File: src/rtl/pclk_pkg.sv
package pclk_pkg;

    localparam int PER_W     = 12;   // period field, 8.4 fixed point
    localparam int EDGE_W    = 10;   // edge fields, quarter cycles
    localparam int SUBSTEP   = 16;   // phase units per system cycle
    localparam int MIN_PER   = 64;   // 4.0 cycles in sixteenths
    localparam int DEF_START = 0;
    localparam int DEF_WIDTH = 7;
    localparam int SIXT_FULL = 16;   // one whole period in sixteenths
    localparam int Q_SHIFT   = 2;    // quarters to sixteenths
    localparam int B_SHIFT   = 4 + Q_SHIFT; // divide by 16 then by 4

    typedef struct packed {
        logic [EDGE_W-1:0] fall;
        logic [EDGE_W-1:0] rise;
        logic [PER_W-1:0]  per;
    } timing_t;

    localparam int WORD_W = $bits(timing_t);

endpackage

File: src/rtl/pclk_word_build.sv
module pclk_word_build
    import pclk_pkg::*;
#(
    parameter int DIV_IN_W = 16,
    parameter int FRAC_W   = 5
) (
    input  logic [DIV_IN_W-1:0] div_req,
    input  logic [FRAC_W-1:0]   hi_start,
    input  logic [FRAC_W-1:0]   hi_width,
    output timing_t             word
);
    localparam int PROD_W = PER_W + FRAC_W + 1;
    localparam logic [DIV_IN_W-1:0] DIV_LO = DIV_IN_W'(MIN_PER);
    localparam logic [DIV_IN_W-1:0] DIV_HI = DIV_IN_W'((1 << PER_W) - 1);
    localparam logic [FRAC_W:0]     FULL   = (FRAC_W+1)'(SIXT_FULL);

    logic [PER_W-1:0]  div_c;
    logic [FRAC_W:0]   s_in, e_in, s_eff, e_eff;
    logic              use_def;
    logic [PROD_W-1:0] p_up, p_dn;

    always_comb begin
        if (div_req < DIV_LO)      div_c = PER_W'(MIN_PER);
        else if (div_req > DIV_HI) div_c = '1;
        else                       div_c = div_req[PER_W-1:0];

        s_in    = {1'b0, hi_start};
        e_in    = s_in + {1'b0, hi_width};
        use_def = ((hi_start == '0) && (hi_width == '0)) || (e_in > FULL);
        s_eff   = use_def ? (FRAC_W+1)'(DEF_START) : s_in;
        e_eff   = use_def ? (FRAC_W+1)'(DEF_START + DEF_WIDTH) : e_in;

        p_up = PROD_W'(div_c) * PROD_W'(s_eff);
        p_dn = PROD_W'(div_c) * PROD_W'(e_eff);

        word.per  = div_c;
        word.rise = p_up[B_SHIFT +: EDGE_W];
        word.fall = p_dn[B_SHIFT +: EDGE_W];
    end

endmodule

File: src/rtl/pclk_phase_core.sv
module pclk_phase_core
    import pclk_pkg::*;
(
    input  logic    clk,
    input  logic    rst,
    input  timing_t word_in,
    output logic    pix_clk,
    output logic    period_start
);
    localparam int PH_W = PER_W + 1;
    localparam logic [PH_W-1:0] STEP = PH_W'(SUBSTEP);
    localparam logic [PH_W-1:0] MINP = PH_W'(MIN_PER);

    timing_t         act, nw;
    logic [PH_W-1:0] ph, nxt, ph_n, per_eff;
    logic [PH_W-1:0] up16, dn16;
    logic            wrap, hi_n;

    always_comb begin
        per_eff = ({1'b0, act.per} < MINP) ? MINP : {1'b0, act.per};
        nxt     = ph + STEP;
        wrap    = (nxt >= per_eff);
        ph_n    = wrap ? (nxt - per_eff) : nxt;
        nw      = wrap ? word_in : act;
        up16    = PH_W'({nw.rise, {Q_SHIFT{1'b0}}});
        dn16    = PH_W'({nw.fall, {Q_SHIFT{1'b0}}});
        hi_n    = (ph_n >= up16) && (ph_n < dn16);
    end

    always_ff @(posedge clk) begin
        if (rst) begin
            ph           <= '0;
            act          <= word_in;
            pix_clk      <= 1'b0;
            period_start <= 1'b0;
        end else begin
            ph           <= ph_n;
            act          <= nw;
            pix_clk      <= hi_n;
            period_start <= wrap;
        end
    end


    rst_low_chk: assert property (@(posedge clk) rst |=> (!pix_clk && !period_start));


    pst_pulse_chk: assert property (@(posedge clk) disable iff (rst)
        period_start |=> !period_start);


    phase_bound_chk: assert property (@(posedge clk) disable iff (rst)
        ph < per_eff);


    word_hold_chk: assert property (@(posedge clk) disable iff (rst)
        (!period_start && !$past(rst)) |-> $stable(act));

endmodule

File: src/rtl/pclk_wavegen.sv
module pclk_wavegen
    import pclk_pkg::*;
#(
    parameter int DIV_IN_W = 16,
    parameter int FRAC_W   = 5
) (
    input  logic                clk,
    input  logic                rst,
    input  logic                cfg_sel,
    input  logic [31:0]         tword,
    input  logic [DIV_IN_W-1:0] div_req,
    input  logic [FRAC_W-1:0]   hi_start,
    input  logic [FRAC_W-1:0]   hi_width,
    output logic                pix_clk,
    output logic                period_start
);
    timing_t built, sel_word;

    pclk_word_build #(.DIV_IN_W(DIV_IN_W), .FRAC_W(FRAC_W)) u_build (
        .div_req  (div_req),
        .hi_start (hi_start),
        .hi_width (hi_width),
        .word     (built)
    );

    assign sel_word = cfg_sel ? built : timing_t'(tword[WORD_W-1:0]);

    pclk_phase_core u_core (
        .clk          (clk),
        .rst          (rst),
        .word_in      (sel_word),
        .pix_clk      (pix_clk),
        .period_start (period_start)
    );


    build_range_chk: assert property (@(posedge clk) disable iff (rst)
        cfg_sel |-> ((built.per >= PER_W'(MIN_PER)) &&
                     ({2'b0, built.fall, 2'b00} <= (EDGE_W+4)'(built.per))));

endmodule

File: config.mk
export PLATFORM = sky130hd
export DESIGN_NAME = pclk_wavegen
export DESIGN_NICKNAME = d
export VERILOG_FILES = /design/src/rtl/pclk_pkg.sv /design/src/rtl/pclk_word_build.sv /design/src/rtl/pclk_phase_core.sv /design/src/rtl/pclk_wavegen.sv
export SDC_FILE = /design/constraint.sdc
export NUM_CORES = 1
export LEC_CHECK = 0
export BUFFER_PORTS_ARGS = -buffer_cell sky130_fd_sc_hd__buf_2
export CAP_MARGIN = 25
export CORE_ASPECT_RATIO = 1.2
export CORE_MARGIN = 2
export CORE_UTILIZATION = 40
export CTS_BUF_LIST = sky130_fd_sc_hd__clkbuf_8
export DETAILED_ROUTE_END_ITERATION = 8
export PLACE_DENSITY_LB_ADDON = 0.3
export SLEW_MARGIN = 20
export SYNTH_ARGS = -nofsm -noshare
export SYNTH_HDL_FRONTEND = slang
export SYNTH_SLANG_ARGS = --single-unit
export TNS_END_PERCENT = 10
File: constraint.sdc
create_clock -name clk -period 7.05 [get_ports clk]
set_clock_uncertainty 0.1 [all_clocks]
set_input_delay 0.3525 -clock clk [delete_from_list [all_inputs] [get_ports clk]]
set_output_delay 0.3525 -clock clk [all_outputs]
set_load 0.01 [all_outputs]
==> Word level (Yosys, flattened, before mapping) <==
Cells that the tools add are included.
{ "totals": {"regBits": 47, "input_bits": 61, "elab_cells": 33} }
{ "classes": {"add_sub_neg": 3, "mul": 2, "n_lt_le_gt_ge": 7, "muxes": 9, "n_reduce_logical": 6} }
{ "op_table": {"columns": ["cell", "count"], "rows": [
  ["32-bit 2-to-1 mux", 3],
  ["12-bit 2-to-1 mux", 3],
  ["12-bit by 6-bit multiplier with 16-bit output", 2],
  ["16-bit by 12-bit greater-than comparator with 1-bit output, second input constant", 1],
  ["16-bit by 7-bit less-than comparator with 1-bit output, second input constant", 1],
  ["13-bit by 5-bit adder with 13-bit output, second input constant", 1],
  ["13-bit by 12-bit greater-or-equal comparator with 1-bit output", 1],
  ["13-bit greater-or-equal comparator", 1],
  ["13-bit by 12-bit less-than comparator with 1-bit output", 1],
  ["13-bit 2-to-1 mux", 1],
  ["13-bit subtractor", 1],
  ["12-bit by 7-bit less-than comparator with 1-bit output, second input constant", 1],
  ["5-bit logical NOT", 2],
  ["5-bit by 5-bit adder with 6-bit output", 1],
  ["6-bit by 5-bit greater-than comparator with 1-bit output, second input constant", 1],
  ["6-bit 2-to-1 mux", 1],
  ["5-bit 2-to-1 mux", 1],
  ["1-bit logical AND", 2],
  ["2-bit nonzero test", 1],
  ["1-bit logical OR", 1]
]} }

==> Longest topological paths before layout <==
{ "depth": {"word_depth": 9, "ltp_mapped": 33, "ltp_nobuf": 33} }

==> Hierarchy <==
A second synthesis with hierarchy kept.
{ "unflattened": {"hier_cells": 836, "area_unflattened_um2": 7400.8} }
{ "modules_own_cells": {"columns": ["module", "n_inst", "cells_per_inst", "area_per_inst_um2", "seq_area_each_um2"], "rows": [
  ["pclk_word_build", 1, 491, 3768.6, 0.0],
  ["pclk_phase_core", 1, 309, 3088.0, 1061.0],
  ["pclk_wavegen", 1, 36, 544.3, 0.0]
]} }

==> Worst setup path before layout <==
OpenSTA, ideal clock, no wires.
{ "synth_path": {"path_kind": "input port to flip-flop", "start": "input port hi_start[0]", "end": "register u_core.pix_clk", "setup_ps": 70, "arrival_time_ps": 7415, "slack_ps": -535, "path_stages": 32, "n_path_buf": 2, "path_cell_list": "ha_1 > fa_1 > clkbuf_1 > nor4b_1 > mux2i_1 > a21o_1 > clkbuf_1 > nor2_1 > nor2_1 > fa_1 > inv_1 > fa_1 > fa_1 > inv_1 > ha_1 > nand4_1 > o41ai_2 > nand4_2 > o21ai_4 > xor2_1 > mux2_2 > mux2i_1 > ha_1 > a21o_1 > a21o_1 > a21oi_1 > nor2b_1 > o21ai_0 > nand2b_1 > a2111oi_0 > o311ai_1 > a21oi_1"} }
{ "synth_via": {"elab_chain_cells": 9, "elab_cells_between_ends": 14, "cone_classes": "add/sub: 1; mul: 2; order compare: 3; mux: 4; reduce/logical: 4"} }
{ "synth_rtl": {"columns": ["item", "line_no", "text"], "rows": [
  ["start, declared", "pclk_wavegen.sv:12", "input logic [FRAC_W-1:0] hi_start,"],
  ["5-bit by 5-bit adder with 6-bit output or 5-bit logical NOT (tied branches)", "pclk_word_build.sv:28, pclk_word_build.sv:29", null],
  ["6-bit by 5-bit greater-than comparator with 1-bit output or 1-bit logical AND (tied branches)", "pclk_word_build.sv:29", "use_def = ((hi_start == '0) && (hi_width == '0)) || (e_in > FULL);"],
  ["1-bit logical OR", "pclk_word_build.sv:29", null],
  ["5-bit 2-to-1 mux or 6-bit 2-to-1 mux (tied branches)", "pclk_word_build.sv:30, pclk_word_build.sv:31", null],
  ["12-bit by 6-bit multiplier with 16-bit output (on tied branches)", "pclk_word_build.sv:33, pclk_word_build.sv:34", null],
  ["32-bit 2-to-1 mux *", "pclk_wavegen.sv:26", "assign sel_word = cfg_sel ? built : timing_t'(tword[WORD_W-1:0]);"],
  ["32-bit 2-to-1 mux *", "pclk_phase_core.sv:24", "nw = wrap ? word_in : act;"],
  ["13-bit by 12-bit greater-or-equal comparator with 1-bit output or 13-bit by 12-bit less-than comparator with 1-bit output (tied branches)", "pclk_phase_core.sv:27", "hi_n = (ph_n >= up16) && (ph_n < dn16);"],
  ["1-bit logical AND *", "pclk_phase_core.sv:27", null],
  ["end signal, assigned", "pclk_phase_core.sv:39", "pix_clk <= hi_n;"],
  ["end, declared", "pclk_phase_core.sv:7", "output logic pix_clk,"]
]} }
Mark *: on every way between the ends. The rest lies on a longest branch, timed or not. The select of a mux whose other input is x is not followed.
A chain may end at the register's enable or synchronous reset.

==> Worst setup path in the final report <==
Same ends and word-level chain as after synthesis.

==> impl_metrics.toml <==
[routing]
remaining_drc_errors = 0
detail_route.wl_per_cell_um = 15.91
route.vias.total = 6429
ant_nets = 0
drtIter0Drc = 281
via_per_inst = 5.227
totalWireLength_mm = 19.57
first_pass_iters = 5

[placement]
portBuffers = 62
place_inst = 1214
postPlaceCellArea_um2 = 8446
place_ws_ns = -0.3954
post-dp-hpwl_mm = 16.34
gp_congestion = 0.9319

[cts]
ctsHtreeMaxLevel = 2
count_of_clock_tree_sinks = 47
ctsHoldBuffers = 0
cts.path.max_buffers = 2
cts.clk_slew.worst_paths_ns = 0.08
cts_inserted_buffers = 5
tritoncts = "yes"
worst_skew_pair.late_latency_ns = 0.30
cts-root-buf = "sky130_fd_sc_hd__clkbuf_8"

[pwr]
cell_area_power_density_nw_per_um2 = 571.7
p_leak_nw = 4.289
irDropWorstVdd_mv = 0.3268
power_mw = 4.972

[sta]
timing.final.setup_violations = 1
min_period_over_period_pct = 100.5
period_minus_slack_ns = 7.086
finalHoldViolations = 0
fmax_ghz = 0.1411
postLayoutSetupSlackWorst_ns = -0.03612
timing.final.max_slew_violations = 0
relSlewSlack_pct = 45.30
whs_ns = 0.2542
rsz_0062_raised_after_global_routing = "yes"
fin_setup_tns_ns = -0.03612
tightest_slew_ns = 0.8197

[floorplan]
io-pin-count = 63
die-height_um = 151.3
floorplan.initialDensity_pct = 40.98
die_width_um = 126.7
fp-row-count = 53
die_area_um2 = 19170
core_area_um2 = 17640

[layout]
synthToLayoutAreaGrowth_pct = 20.28
drive_above_1_share_pct = 22.57
layout.cell_area.non_filler_um2 = 8696
layout_commonest_cell = "sky130_fd_sc_hd__nor2_1"
layout.core_utilization_pct = 49.30
final_cell_mix = "sky130_fd_sc_hd__nor2_1 (139), sky130_fd_sc_hd__inv_1 (102), sky130_fd_sc_hd__buf_4 (80)"
stdcell_count = 1230
diodes = 0
layout.nets = 1216

[global_route]
vias_in_the_first_global_route = 6325
gr-total-overflow = 0
grt_antenna_before_repair = 0
grt_max_degree = 39
track_usage_pct = 21.04
grt_pass1_wl_mm = 32.10

[run]
drv_cap = 0

[synthesis]
share_of_synthesized_area_occupied_by_flip_flops_and_latches_pct = 14.68
synth.lib_cells_used.distinct = 64
ys_dominant_reg_cell = "sky130_fd_sc_hd__dfxtp_1"
synth_warnings = 0
number_of_enable_type_register_cells_in_the_synthesized_netlist = 12
asr_flop_ratio_synth_pct = 0
syn-instance-count = 881
synth.cell_area_um2 = 7229
synth.ff_latch_count = 47
avgSynthCellArea_um2 = 8.206

[critical_path]
slowest_delay_ns = 0.53
startpoint_type = "primary input"
endpoint_kind = "flop"
crit_type = "in2reg"
critical_path_required_ns = 7.19
worst_path_max_delay_cell = "sky130_fd_sc_hd__fa_1"
critPathMaxFanout = 5
arrival_ns = 7.22

[run_status]
failed_checks = "negative setup slack"
run_status = "finished, violations left"

[min_path]
hold_removal_path_class = "in2reg"
## kinds of logic (layout without fill, tap and decap cells)
kind of cell               Yosys count  count (layout)  share of synthesized area, %
xor gates and xnor gates            37              37                         4.483
muxes                               39              39                         5.815
adders and majority gates          146             146                         32.43
and+or+nand+nor                    296             296                         18.93
other                                2              10                        0.1039
buffers and inverters              139             260                         7.269
AOI/OAI and AO/OA                  175             175                         16.29
DFF                                 47              47                         14.68
## metal layers
metal / track usage (%) / vias up / part of all wire (%)
li1: - / 3212 / -
met1: 27.02 / 3078 / 45
met2: 38.86 / 116 / 51
met3: 1.554 / 23 / 2.7
met4: 4.560 / 0 / 1.8
met5: 0 / - / 0
## power by group
group          internal, mW  switching (mW)  total (mW)
sequential            0.416          0.0654       0.481
combinational          2.09            2.24        4.33
clock                0.0683          0.0929       0.161
## final cells by class
type | count | area (µm²)
fillers | 1735 | 8944
multi-input cells | 703 | 5898
flip-flops and latches | 47 | 1061
repair buffers | 148 | 987.2
inverters | 104 | 390.4
well taps | 220 | 275.3
clock buffers | 5 | 68.82
clock inverters | 3 | 15.01
## path summary, 6_finish.rpt
path             startpoint             end  slack [ns]  depth (start not counted)
max reg2reg  u_core.act[10]  u_core.pix_clk        1.78                         21
min               tword[16]  u_core.act[16]        0.25                          3
max             hi_start[0]  u_core.pix_clk       -0.04                         34
min reg2reg  u_core.act[22]  u_core.act[22]        0.38                          2
## state kept, by name, summed over array words and instances, names as in the netlist
signal               count
u_core.ph               13
u_core.act              32
u_core.pix_clk           1
u_core.period_start      1
## cell usage after synthesis, drive strengths merged, types with 7 or more instances
master | count | area (µm²)
nor2 | 148 | 558.0
inv | 104 | 390.4
ha | 77 | 963.4
fa | 69 | 1381
a21oi | 47 | 257.8
nand2 | 46 | 172.7
o21ai | 40 | 211.5
dfxtp | 35 | 700.7
clkbuf | 30 | 112.6
a21o | 23 | 172.7
nand3 | 23 | 115.1
mux2i | 21 | 210.2
xor2 | 19 | 166.4
mux2 | 18 | 210.2
xnor2 | 18 | 157.7
nor2b | 14 | 87.58
a211oi | 13 | 102.6
o21a | 13 | 97.59
edfxtp | 12 | 360.4
nand2b | 12 | 75.07
nand4 | 10 | 68.81
or2 | 10 | 62.56
nor3 | 8 | 40.04
nor4 | 8 | 65.06
o31ai | 7 | 52.55
## critical path, delay by kind of cell
family          cells  cell delay [ns]
xor+xnor            2             0.31
mux                 2             0.24
buf+inv             5             0.49
simple gates        7             1.02
compound gates     11             2.19
fa+ha+maj           7             2.61
## repair_timing
action / 4_1_cts / 5_1_grt
buffers inserted: 2 / 6
gates cloned: 0 / 0
resized for setup: 6 / 18
setup endpoints to repair: 1 / 1
pin swaps: 7 / 16
No activity file was read; power rests on OpenSTA's default activity.
